## config.mk

```make
export PLATFORM = sky130hd
export DESIGN_NAME = mcc_ctrl_fsm
export DESIGN_NICKNAME = d
export VERILOG_FILES = /design/src/rtl/mcc_pkg.sv /design/src/rtl/mcc_rst_sync.sv /design/src/rtl/mcc_next_state.sv /design/src/rtl/mcc_out_decode.sv /design/src/rtl/mcc_ctrl_fsm.sv
export SDC_FILE = /design/constraint.sdc
export NUM_CORES = 1
export LEC_CHECK = 0
export BUFFER_PORTS_ARGS = -buffer_cell sky130_fd_sc_hd__buf_2
export CAP_MARGIN = 40
export CORE_AREA = 5 5 42 44
export CTS_CLUSTER_SIZE = 20
export DETAILED_ROUTE_END_ITERATION = 16
export DIE_AREA = 0 0 47 49
export PLACE_DENSITY = 0.66
export SETUP_SLACK_MARGIN = 0.3
export SYNTH_ARGS = -nofsm -noshare
export SYNTH_HDL_FRONTEND = slang
export SYNTH_SLANG_ARGS = --single-unit
```

## constraint.sdc

```tcl
create_clock -name clk -period 1.52 [get_ports clk]
set_input_delay 0 -clock clk [delete_from_list [all_inputs] [get_ports clk]]
set_output_delay 0 -clock clk [all_outputs]
set_load 0.02 [all_outputs]
```

## src/rtl/mcc_pkg.sv

```systemverilog
package mcc_pkg;

  localparam int OPC_W = 6;

  typedef enum logic [3:0] {
    ST_FETCH  = 4'd0,
    ST_DECODE = 4'd1,
    ST_MADDR  = 4'd2,
    ST_MREAD  = 4'd3,
    ST_LDWB   = 4'd4,
    ST_MWRITE = 4'd5,
    ST_EXEC   = 4'd6,
    ST_RWB    = 4'd7,
    ST_BRANCH = 4'd8,
    ST_JUMP   = 4'd9
  } mcc_state_e;

  typedef struct packed {
    logic       mem_rd;
    logic       mem_wr;
    logic       ir_ld;
    logic       addr_alu;
    logic       a_reg;
    logic [1:0] b_sel;
    logic [1:0] fn;
    logic [1:0] pc_src;
    logic       pc_ld;
    logic       pc_ld_eq;
    logic       tgt_ld;
    logic       dst_rd;
    logic       wb_mem;
    logic       rf_wr;
  } mcc_ctl_t;

  localparam logic [1:0] B_REG   = 2'b00;
  localparam logic [1:0] B_FOUR  = 2'b01;
  localparam logic [1:0] B_IMM   = 2'b10;
  localparam logic [1:0] B_IMMSH = 2'b11;

  localparam logic [1:0] FN_ADD   = 2'b00;
  localparam logic [1:0] FN_SUB   = 2'b01;
  localparam logic [1:0] FN_FUNCT = 2'b10;

  localparam logic [1:0] PCS_ALU = 2'b00;
  localparam logic [1:0] PCS_TGT = 2'b01;
  localparam logic [1:0] PCS_JMP = 2'b10;

endpackage

```

## src/rtl/mcc_rst_sync.sv

```systemverilog
module mcc_rst_sync #(
  parameter int STAGES = 2
) (
  input  logic clk,
  input  logic rst_n,
  output logic rst_sync_n
);
  logic [STAGES-1:0] chain_q;

  generate
    genvar g;
    for (g = 0; g < STAGES; g++) begin : g_stage
      if (g == 0) begin : g_first
        always_ff @(posedge clk or negedge rst_n) begin
          if (!rst_n) chain_q[g] <= 1'b0;
          else        chain_q[g] <= 1'b1;
        end
      end else begin : g_rest
        always_ff @(posedge clk or negedge rst_n) begin
          if (!rst_n) chain_q[g] <= 1'b0;
          else        chain_q[g] <= chain_q[g-1];
        end
      end
    end
  endgenerate

  assign rst_sync_n = chain_q[STAGES-1];
endmodule

```

## src/rtl/mcc_next_state.sv

```systemverilog
module mcc_next_state
  import mcc_pkg::*;
#(
  parameter logic [OPC_W-1:0] OPC_ALU   = 6'h00,
  parameter logic [OPC_W-1:0] OPC_LOAD  = 6'h23,
  parameter logic [OPC_W-1:0] OPC_STORE = 6'h2B,
  parameter logic [OPC_W-1:0] OPC_BEQ   = 6'h04,
  parameter logic [OPC_W-1:0] OPC_JUMP  = 6'h02
) (
  input  mcc_state_e       cur_st,
  input  logic [OPC_W-1:0] opcode,
  output mcc_state_e       nxt_st
);
  mcc_state_e dispatch;

  // path chosen at the end of decode
  always_comb begin
    if (opcode == OPC_LOAD || opcode == OPC_STORE) dispatch = ST_MADDR;
    else if (opcode == OPC_ALU)                    dispatch = ST_EXEC;
    else if (opcode == OPC_BEQ)                    dispatch = ST_BRANCH;
    else if (opcode == OPC_JUMP)                   dispatch = ST_JUMP;
    else                                           dispatch = ST_FETCH;
  end

  always_comb begin
    unique case (cur_st)
      ST_FETCH:  nxt_st = ST_DECODE;
      ST_DECODE: nxt_st = dispatch;
      ST_MADDR:  nxt_st = (opcode == OPC_STORE) ? ST_MWRITE : ST_MREAD;
      ST_MREAD:  nxt_st = ST_LDWB;
      ST_EXEC:   nxt_st = ST_RWB;
      default:   nxt_st = ST_FETCH;
    endcase
  end
endmodule

```

## src/rtl/mcc_out_decode.sv

```systemverilog
module mcc_out_decode
  import mcc_pkg::*;
(
  input  mcc_state_e cur_st,
  output mcc_ctl_t   ctl
);
  always_comb begin
    ctl = '0;
    unique case (cur_st)
      ST_FETCH: begin
        ctl.mem_rd = 1'b1;
        ctl.ir_ld  = 1'b1;
        ctl.pc_ld  = 1'b1;
        ctl.b_sel  = B_FOUR;
        ctl.fn     = FN_ADD;
        ctl.pc_src = PCS_ALU;
      end
      ST_DECODE: begin
        ctl.b_sel  = B_IMMSH;
        ctl.fn     = FN_ADD;
        ctl.tgt_ld = 1'b1;
      end
      ST_MADDR, ST_MREAD, ST_LDWB, ST_MWRITE: begin
        ctl.a_reg    = 1'b1;
        ctl.b_sel    = B_IMM;
        ctl.fn       = FN_ADD;
        ctl.addr_alu = 1'b1;
        ctl.mem_rd   = (cur_st == ST_MREAD) || (cur_st == ST_LDWB);
        ctl.mem_wr   = (cur_st == ST_MWRITE);
        ctl.wb_mem   = (cur_st == ST_LDWB);
        ctl.rf_wr    = (cur_st == ST_LDWB);
      end
      ST_EXEC, ST_RWB: begin
        ctl.a_reg  = 1'b1;
        ctl.b_sel  = B_REG;
        ctl.fn     = FN_FUNCT;
        ctl.dst_rd = (cur_st == ST_RWB);
        ctl.rf_wr  = (cur_st == ST_RWB);
      end
      ST_BRANCH: begin
        ctl.a_reg    = 1'b1;
        ctl.b_sel    = B_REG;
        ctl.fn       = FN_SUB;
        ctl.pc_src   = PCS_TGT;
        ctl.pc_ld_eq = 1'b1;
      end
      ST_JUMP: begin
        ctl.pc_ld  = 1'b1;
        ctl.pc_src = PCS_JMP;
      end
      default: ctl = '0;
    endcase
  end

  always_comb begin
    assert_rd_wr_excl_R9: assert (!(ctl.mem_rd && ctl.mem_wr));
  end
endmodule

```

## src/rtl/mcc_ctrl_fsm.sv

```systemverilog
module mcc_ctrl_fsm
  import mcc_pkg::*;
#(
  parameter int                SYNC_STAGES = 2,
  parameter logic [OPC_W-1:0]  OPC_ALU     = 6'h00,
  parameter logic [OPC_W-1:0]  OPC_LOAD    = 6'h23,
  parameter logic [OPC_W-1:0]  OPC_STORE   = 6'h2B,
  parameter logic [OPC_W-1:0]  OPC_BEQ     = 6'h04,
  parameter logic [OPC_W-1:0]  OPC_JUMP    = 6'h02
) (
  input  logic             clk,
  input  logic             rst_n,
  input  logic [OPC_W-1:0] opcode_i,
  output logic             mem_rd_o,
  output logic             mem_wr_o,
  output logic             ir_ld_o,
  output logic             addr_from_alu_o,
  output logic             alu_a_reg_o,
  output logic [1:0]       alu_b_sel_o,
  output logic [1:0]       alu_fn_o,
  output logic [1:0]       pc_src_o,
  output logic             pc_ld_o,
  output logic             pc_ld_if_eq_o,
  output logic             tgt_ld_o,
  output logic             wr_dst_rd_o,
  output logic             wb_from_mem_o,
  output logic             rf_wr_o
);
  logic       rst_sync_n;
  mcc_state_e state_q;
  mcc_state_e state_d;
  mcc_ctl_t   ctl;

  mcc_rst_sync #(.STAGES(SYNC_STAGES)) u_rst_sync (
    .clk        (clk),
    .rst_n      (rst_n),
    .rst_sync_n (rst_sync_n)
  );

  mcc_next_state #(
    .OPC_ALU   (OPC_ALU),
    .OPC_LOAD  (OPC_LOAD),
    .OPC_STORE (OPC_STORE),
    .OPC_BEQ   (OPC_BEQ),
    .OPC_JUMP  (OPC_JUMP)
  ) u_next (
    .cur_st (state_q),
    .opcode (opcode_i),
    .nxt_st (state_d)
  );

  always_ff @(posedge clk or negedge rst_sync_n) begin
    if (!rst_sync_n) state_q <= ST_FETCH;
    else             state_q <= state_d;
  end

  mcc_out_decode u_out (
    .cur_st (state_q),
    .ctl    (ctl)
  );

  assign mem_rd_o        = ctl.mem_rd;
  assign mem_wr_o        = ctl.mem_wr;
  assign ir_ld_o         = ctl.ir_ld;
  assign addr_from_alu_o = ctl.addr_alu;
  assign alu_a_reg_o     = ctl.a_reg;
  assign alu_b_sel_o     = ctl.b_sel;
  assign alu_fn_o        = ctl.fn;
  assign pc_src_o        = ctl.pc_src;
  assign pc_ld_o         = ctl.pc_ld;
  assign pc_ld_if_eq_o   = ctl.pc_ld_eq;
  assign tgt_ld_o        = ctl.tgt_ld;
  assign wr_dst_rd_o     = ctl.dst_rd;
  assign wb_from_mem_o   = ctl.wb_mem;
  assign rf_wr_o         = ctl.rf_wr;

  logic opc_known;
  assign opc_known = (opcode_i == OPC_ALU) || (opcode_i == OPC_LOAD) ||
                     (opcode_i == OPC_STORE) || (opcode_i == OPC_BEQ) ||
                     (opcode_i == OPC_JUMP);

  always @(posedge clk) begin
    if (rst_n && !rst_sync_n)
      assert_hold_fetch_R1: assert (state_q == ST_FETCH && mem_rd_o && ir_ld_o);
  end

  assert_fetch_to_decode_R2: assert property (@(posedge clk) disable iff (!rst_sync_n)
    (state_q == ST_FETCH) |=> (state_q == ST_DECODE && tgt_ld_o));

  assert_load_path_R3: assert property (@(posedge clk) disable iff (!rst_sync_n)
    (state_q == ST_MREAD) |=> (state_q == ST_LDWB && rf_wr_o && wb_from_mem_o));

  assert_store_done_R4: assert property (@(posedge clk) disable iff (!rst_sync_n)
    (mem_wr_o) |=> (state_q == ST_FETCH));

  assert_alu_path_R5: assert property (@(posedge clk) disable iff (!rst_sync_n)
    (state_q == ST_EXEC) |=> (rf_wr_o && wr_dst_rd_o && !wb_from_mem_o));

  assert_branch_done_R6: assert property (@(posedge clk) disable iff (!rst_sync_n)
    (pc_ld_if_eq_o) |=> (state_q == ST_FETCH));

  assert_jump_done_R7: assert property (@(posedge clk) disable iff (!rst_sync_n)
    (state_q == ST_JUMP) |=> (state_q == ST_FETCH));

  assert_unknown_op_R8: assert property (@(posedge clk) disable iff (!rst_sync_n)
    (state_q == ST_DECODE && !opc_known) |=> (state_q == ST_FETCH));

  assert_mem_stable_R10: assert property (@(posedge clk) disable iff (!rst_sync_n)
    (state_q == ST_MREAD) |=> $stable(alu_b_sel_o) && $stable(addr_from_alu_o));
endmodule

```

# Word level (Yosys, flattened, before mapping)
# Cells that the tools add are included.
dict set report totals {
  register_bits 6
  output_inout_bits 17
  word_cells 43
}
dict set report classes {
  eq_ne 13
  mux 19
  reduce_logical 8
}
# cell count
set op_table {}
lappend op_table {{4-bit one-hot mux with 5 select lines} 2}
lappend op_table {{4-bit by 3-bit equality test with 1-bit output, second input constant} 4}
lappend op_table {{4-bit 2-to-1 mux} 4}
lappend op_table {{6-bit equality test, second input constant} 2}
lappend op_table {{1-bit 2-to-1 mux} 9}
lappend op_table {{4-bit by 2-bit equality test with 1-bit output, second input constant} 2}
lappend op_table {{4-bit equality test, second input constant} 2}
lappend op_table {{7-bit OR reduction} 1}
lappend op_table {{6-bit by 2-bit equality test with 1-bit output, second input constant} 1}
lappend op_table {{6-bit by 3-bit equality test with 1-bit output, second input constant} 1}
lappend op_table {{6-bit zero test} 1}
lappend op_table {{4-bit by 1-bit equality test with 1-bit output, second input constant} 1}
lappend op_table {{4-bit zero test} 1}
lappend op_table {{1-bit one-hot mux with 2 select lines} 2}
lappend op_table {{2-bit one-hot mux with 2 select lines} 1}
lappend op_table {{2-bit OR reduction} 2}
lappend op_table {{4-bit OR reduction} 1}
lappend op_table {{3-bit 2-to-1 mux} 1}
lappend op_table {{1-bit logical OR} 2}

# Depth between registers and ports, before layout
dict set report depth {
  depth_word 6
  depth_mapped 4
}

# Modules after synthesis
# A second synthesis with hierarchy kept.
dict set report hier_totals {
  hier_cells 58
  area_unflattened_um2 534.3
}
# module n_inst cells_per_inst area_each_um2 seq_area_each_um2
set modules_own_cells {}
lappend modules_own_cells {mcc_out_decode 1 30 232.7 0.0}
lappend modules_own_cells {mcc_next_state 1 21 147.6 0.0}
lappend modules_own_cells {mcc_ctrl_fsm 1 4 100.1 100.1}
lappend modules_own_cells {mcc_rst_sync 1 3 53.8 50.0}

# Least setup slack after synthesis
# Ideal clock, no wire load.
dict set report synth_timing {
  kind {flip-flop to output port}
  startpoint {register state_q[2]}
  endpoint {output alu_a_reg_o}
  t_arrival_ns 1.654
  t_required_ns 1.520
  path_slack_ns -0.134
  stages_incl_launch_ff 5
  cell_sequence {dfrtp_1 buf_2 or2b_1 nor3_1 o21bai_1}
}
dict set report synth_between {
  elab_chain_cells 3
  elab_cells_between_ends 9
  cone_classes {eq/ne (7); mux (1); reduce/logical (1)}
}
# item line_no
set synth_lines {}
lappend synth_lines {{from (decl)} mcc_ctrl_fsm.sv:30} ;# mcc_state_e state_q;
lappend synth_lines {{from (signal assigned)} mcc_ctrl_fsm.sv:54} ;# else state_q <= state_d;
lappend synth_lines {{4-bit by 2-bit equality test with 1-bit output (tied with other cells)} mcc_out_decode.sv:9} ;# unique case (cur_st)
lappend synth_lines {{7-bit OR reduction (no line) (*)} --}
lappend synth_lines {{1-bit 2-to-1 mux (*)} mcc_out_decode.sv:9}
lappend synth_lines {{to (decl)} mcc_ctrl_fsm.sv:18} ;# output logic alu_a_reg_o,
# Every way passes the cells marked *; elsewhere a longest branch is shown, timed or not.

# Worst setup path after layout
dict set report layout_timing {
  startpoint {register state_q[1]}
  endpoint {output alu_b_sel_o[1]}
}
dict set report layout_between {
  elab_chain_cells 3
  elab_cells_between_ends 12
  cone_classes {eq/ne (8); mux (1); reduce/logical (3)}
}
# item line_no
set layout_lines {}
lappend layout_lines {{4-bit by 2-bit equality test with 1-bit output or 4-bit by 3-bit equality test with 1-bit output (tied branches)} mcc_out_decode.sv:9}
lappend layout_lines {{4-bit OR reduction or 2-bit OR reduction (tied branches)} mcc_out_decode.sv:9}
lappend layout_lines {{4-bit one-hot mux with 5 select lines (*)} mcc_out_decode.sv:9}
lappend layout_lines {{to (decl)} mcc_ctrl_fsm.sv:19} ;# output logic [1:0] alu_b_sel_o,
# Marked as above.

==> results.sh <==
export IMPL_cts_root_buffer="clkbuf_4"
export IMPL_final_nets=102
export IMPL_synth_ff_type="dfrtp_1"
export IMPL_clock_latency_ns=0.24
export IMPL_portBuffers=24
export IMPL_ir_drop_mv=0.7539
export IMPL_synth_avg_cell_area_um2=8.667
export IMPL_grt_usage_pct=15.36
export IMPL_path_class="flip-flop to output port"
export IMPL_ys_ff_latch=6
export IMPL_core_rowCount=14
export IMPL_synth_area_leaders="dfrtp_1, nor2_1, nor3_1"
export IMPL_globalRouteOverflowTotal=0
export IMPL_start_util_pct=34.02
export IMPL_fin_tns_setup_ns=0
export IMPL_routed_wl_um=1544
export IMPL_htree_levels=1
export IMPL_synthCells=55
export IMPL_synth_common_cells="nor2_1, dfrtp_1, nor3_1"
export IMPL_stdcell_count=108
export IMPL_hold_violations=0
export IMPL_routedWlPerCell_um=14.30
export IMPL_antenna_found_initial=0
export IMPL_worstPathArrival_ns=1.39
export IMPL_synth_edff_count=0
export IMPL_hpwl_um=991.4
export IMPL_grt_pass1_wl_um=2587
export IMPL_die_y_um=49
export IMPL_worstRegToRegCells=4
export IMPL_timing_final_crit_share_pct=91.70
export IMPL_hold_class="flip-flop to asynchronous set/reset pin"
export IMPL_timing_final_ws_setup_ns=0.1262
export IMPL_area_growth_pct=91.08
export IMPL_rsz0062_at_grt="true"
export IMPL_finalMaxSlewViolations=0
export IMPL_path_clk_slew_ns=0.05
export IMPL_clkSinkCount=6
export IMPL_die_w_um=47
export IMPL_synth_top_area_share_pct=31.50
export IMPL_setup_viol=0
export IMPL_startpoint_type="flip-flop"
export IMPL_preCtsSetupSlack_ns=0.1964
export IMPL_cap_violations=0
export IMPL_vias=546
export IMPL_drc_errors=0
export IMPL_antenna_cells=0
export IMPL_fin_skew_ns=0.004799
export IMPL_power_density_nw_per_um2=1341
export IMPL_ys_warn_count=0
export IMPL_ios=25
export IMPL_post_route_util_pct=65.00
export IMPL_worstPathRequired_ns=1.52
export IMPL_async_flop_share_pct=100.0
export IMPL_cts_buffers=3
export IMPL_timing_fmax_mhz=717.5
export IMPL_viasPerCell=5.056
export IMPL_cts_max_path_buffers=2
export IMPL_antenna_left=0
export IMPL_core_um2=1401
export IMPL_die_area_um2=2303
export IMPL_outcome="finished clean"
export IMPL_yosysSeqAreaShare_pct=31.50
export IMPL_place_congestion=0.7776
export IMPL_netlist_area_um2=476.7
export IMPL_synth_nets=63
export IMPL_cts_tree="built"
export IMPL_ys_types=30
export IMPL_firstDrtPassIters=3
export IMPL_grt_pass1_vias=572
export IMPL_grt_max_degree=13
export IMPL_drive_above_1_share_pct=69.57
export IMPL_synth_top_area_cell="dfrtp_1"
export IMPL_first_iter_violations=3
export IMPL_critPathCaptureType="output port"
export IMPL_power_leakage_nw=0.4093
export IMPL_min_period_ns=1.394
export IMPL_crit_fanout=4
export IMPL_dp_cells=95
export IMPL_synthMostInstantiatedCell="nor2_1"
## metrics by stage
| step | total power [W] | hold WS [ns] | area, um2 |
|---|---|---|---|
| final | 0.001222 | 0.05660 | 910.9 |
| after global routing | 0.001307 | 0.07687 | 910.9 |
| after CTS | 0.001180 | 0.05674 | 878.3 |
| after detailed placement | 0.0008236 | -0.2130 | 675.6 |
| after global placement | 0.0008122 | -0.2136 | 675.6 |
| after floorplan | 0.0006360 | -0.2956 | 541.8 |
## power breakdown
part	internal [W]	leakage, nW	total (W)	switching, W
logic	0.000412	0.322	0.000852	0.000440
registers	0.000186	0.0739	0.000227	0.0000411
clock network	0.0000890	0.0138	0.000142	0.0000534
total	0.000687	0.409	0.00122	0.000535
## repair_timing
item	in CTS	in global routing
pin swaps	1	1
gates resized for setup	31	7
setup buffers	6	0
hold buffers	4	0
endpoints found under the hold margin	4	0
gates cloned	0	0
endpoints found under the setup margin	20	20
## cell type report
cell class	count	area [um2]
inverters	3	11.26
repair buffers	39	302.8
well taps	16	20.02
multi-input cells	41	401.6
fillers	121	490.5
flip-flops and latches	6	152.6
clock buffers	3	22.52
## sequential cells by signal, indices dropped and copies added (netlist names)
register and cells:
state_q 4, u_rst_sync.chain_q 1, u_rst_sync.rst_sync_n 1
## worst paths after layout
path	slack, ns	startpoint	end
worst max-delay path	0.13	state_q[1]$_DFF_PN0_	alu_b_sel_o[1]
min in group clk	0.09	opcode_i[1]	state_q[0]$_DFF_PN0_
worst min register to register	0.06	u_rst_sync.rst_sync_n$_DFF_PN0_	state_q[1]$_DFF_PN0_
max in group asynchronous	1.28	u_rst_sync.rst_sync_n$_DFF_PN0_	state_q[3]$_DFF_PN0_
worst min-delay path	0.06	u_rst_sync.rst_sync_n$_DFF_PN0_	state_q[1]$_DFF_PN0_
worst max register to register	0.15	state_q[3]$_DFF_PN0_	state_q[1]$_DFF_PN0_
## layout by cell type, fill, tap and decap left out, types with 2 or more instances in the layout
cell type and count:
buf_4 15, buf_2 12, buf_6 8, nor2_1 6, dlygate4sd3_1 4, dfrtp_1 4
nor3_1 3, clkbuf_4 3, nand2b_4 2, nor4_4 2, nor2_2 2, inv_2 2
nor2_4 2, dfrtp_2 2
## worst max-delay path, cell delays in order, from the launching register on
cell,delay (ns)
dfrtp_1,0.39
nand2b_4,0.15
or3_4,0.38
o21ai_2,0.10
buf_6,0.14
## logic make-up (layout without fill, tap and decap cells)
group	count (synthesis)	count (layout)	synth area share, %
and+or+nand+nor	28	28	37.27
DFF	6	6	31.50
buffers and inverters	8	45	8.659
other	1	1	0.7866
xor gates and xnor gates	3	3	5.513
AOI/OAI and AO/OA	9	9	16.27
## routing by layer
metal	track usage (%)	up-vias	routed length [um]
li1	-	272	-
met1	17.19	255	575
met2	27.60	19	877
met3	2.214	0	91
met4	5.530	0	0
met5	0	-	0
No activity file was read; power rests on OpenSTA's default activity.
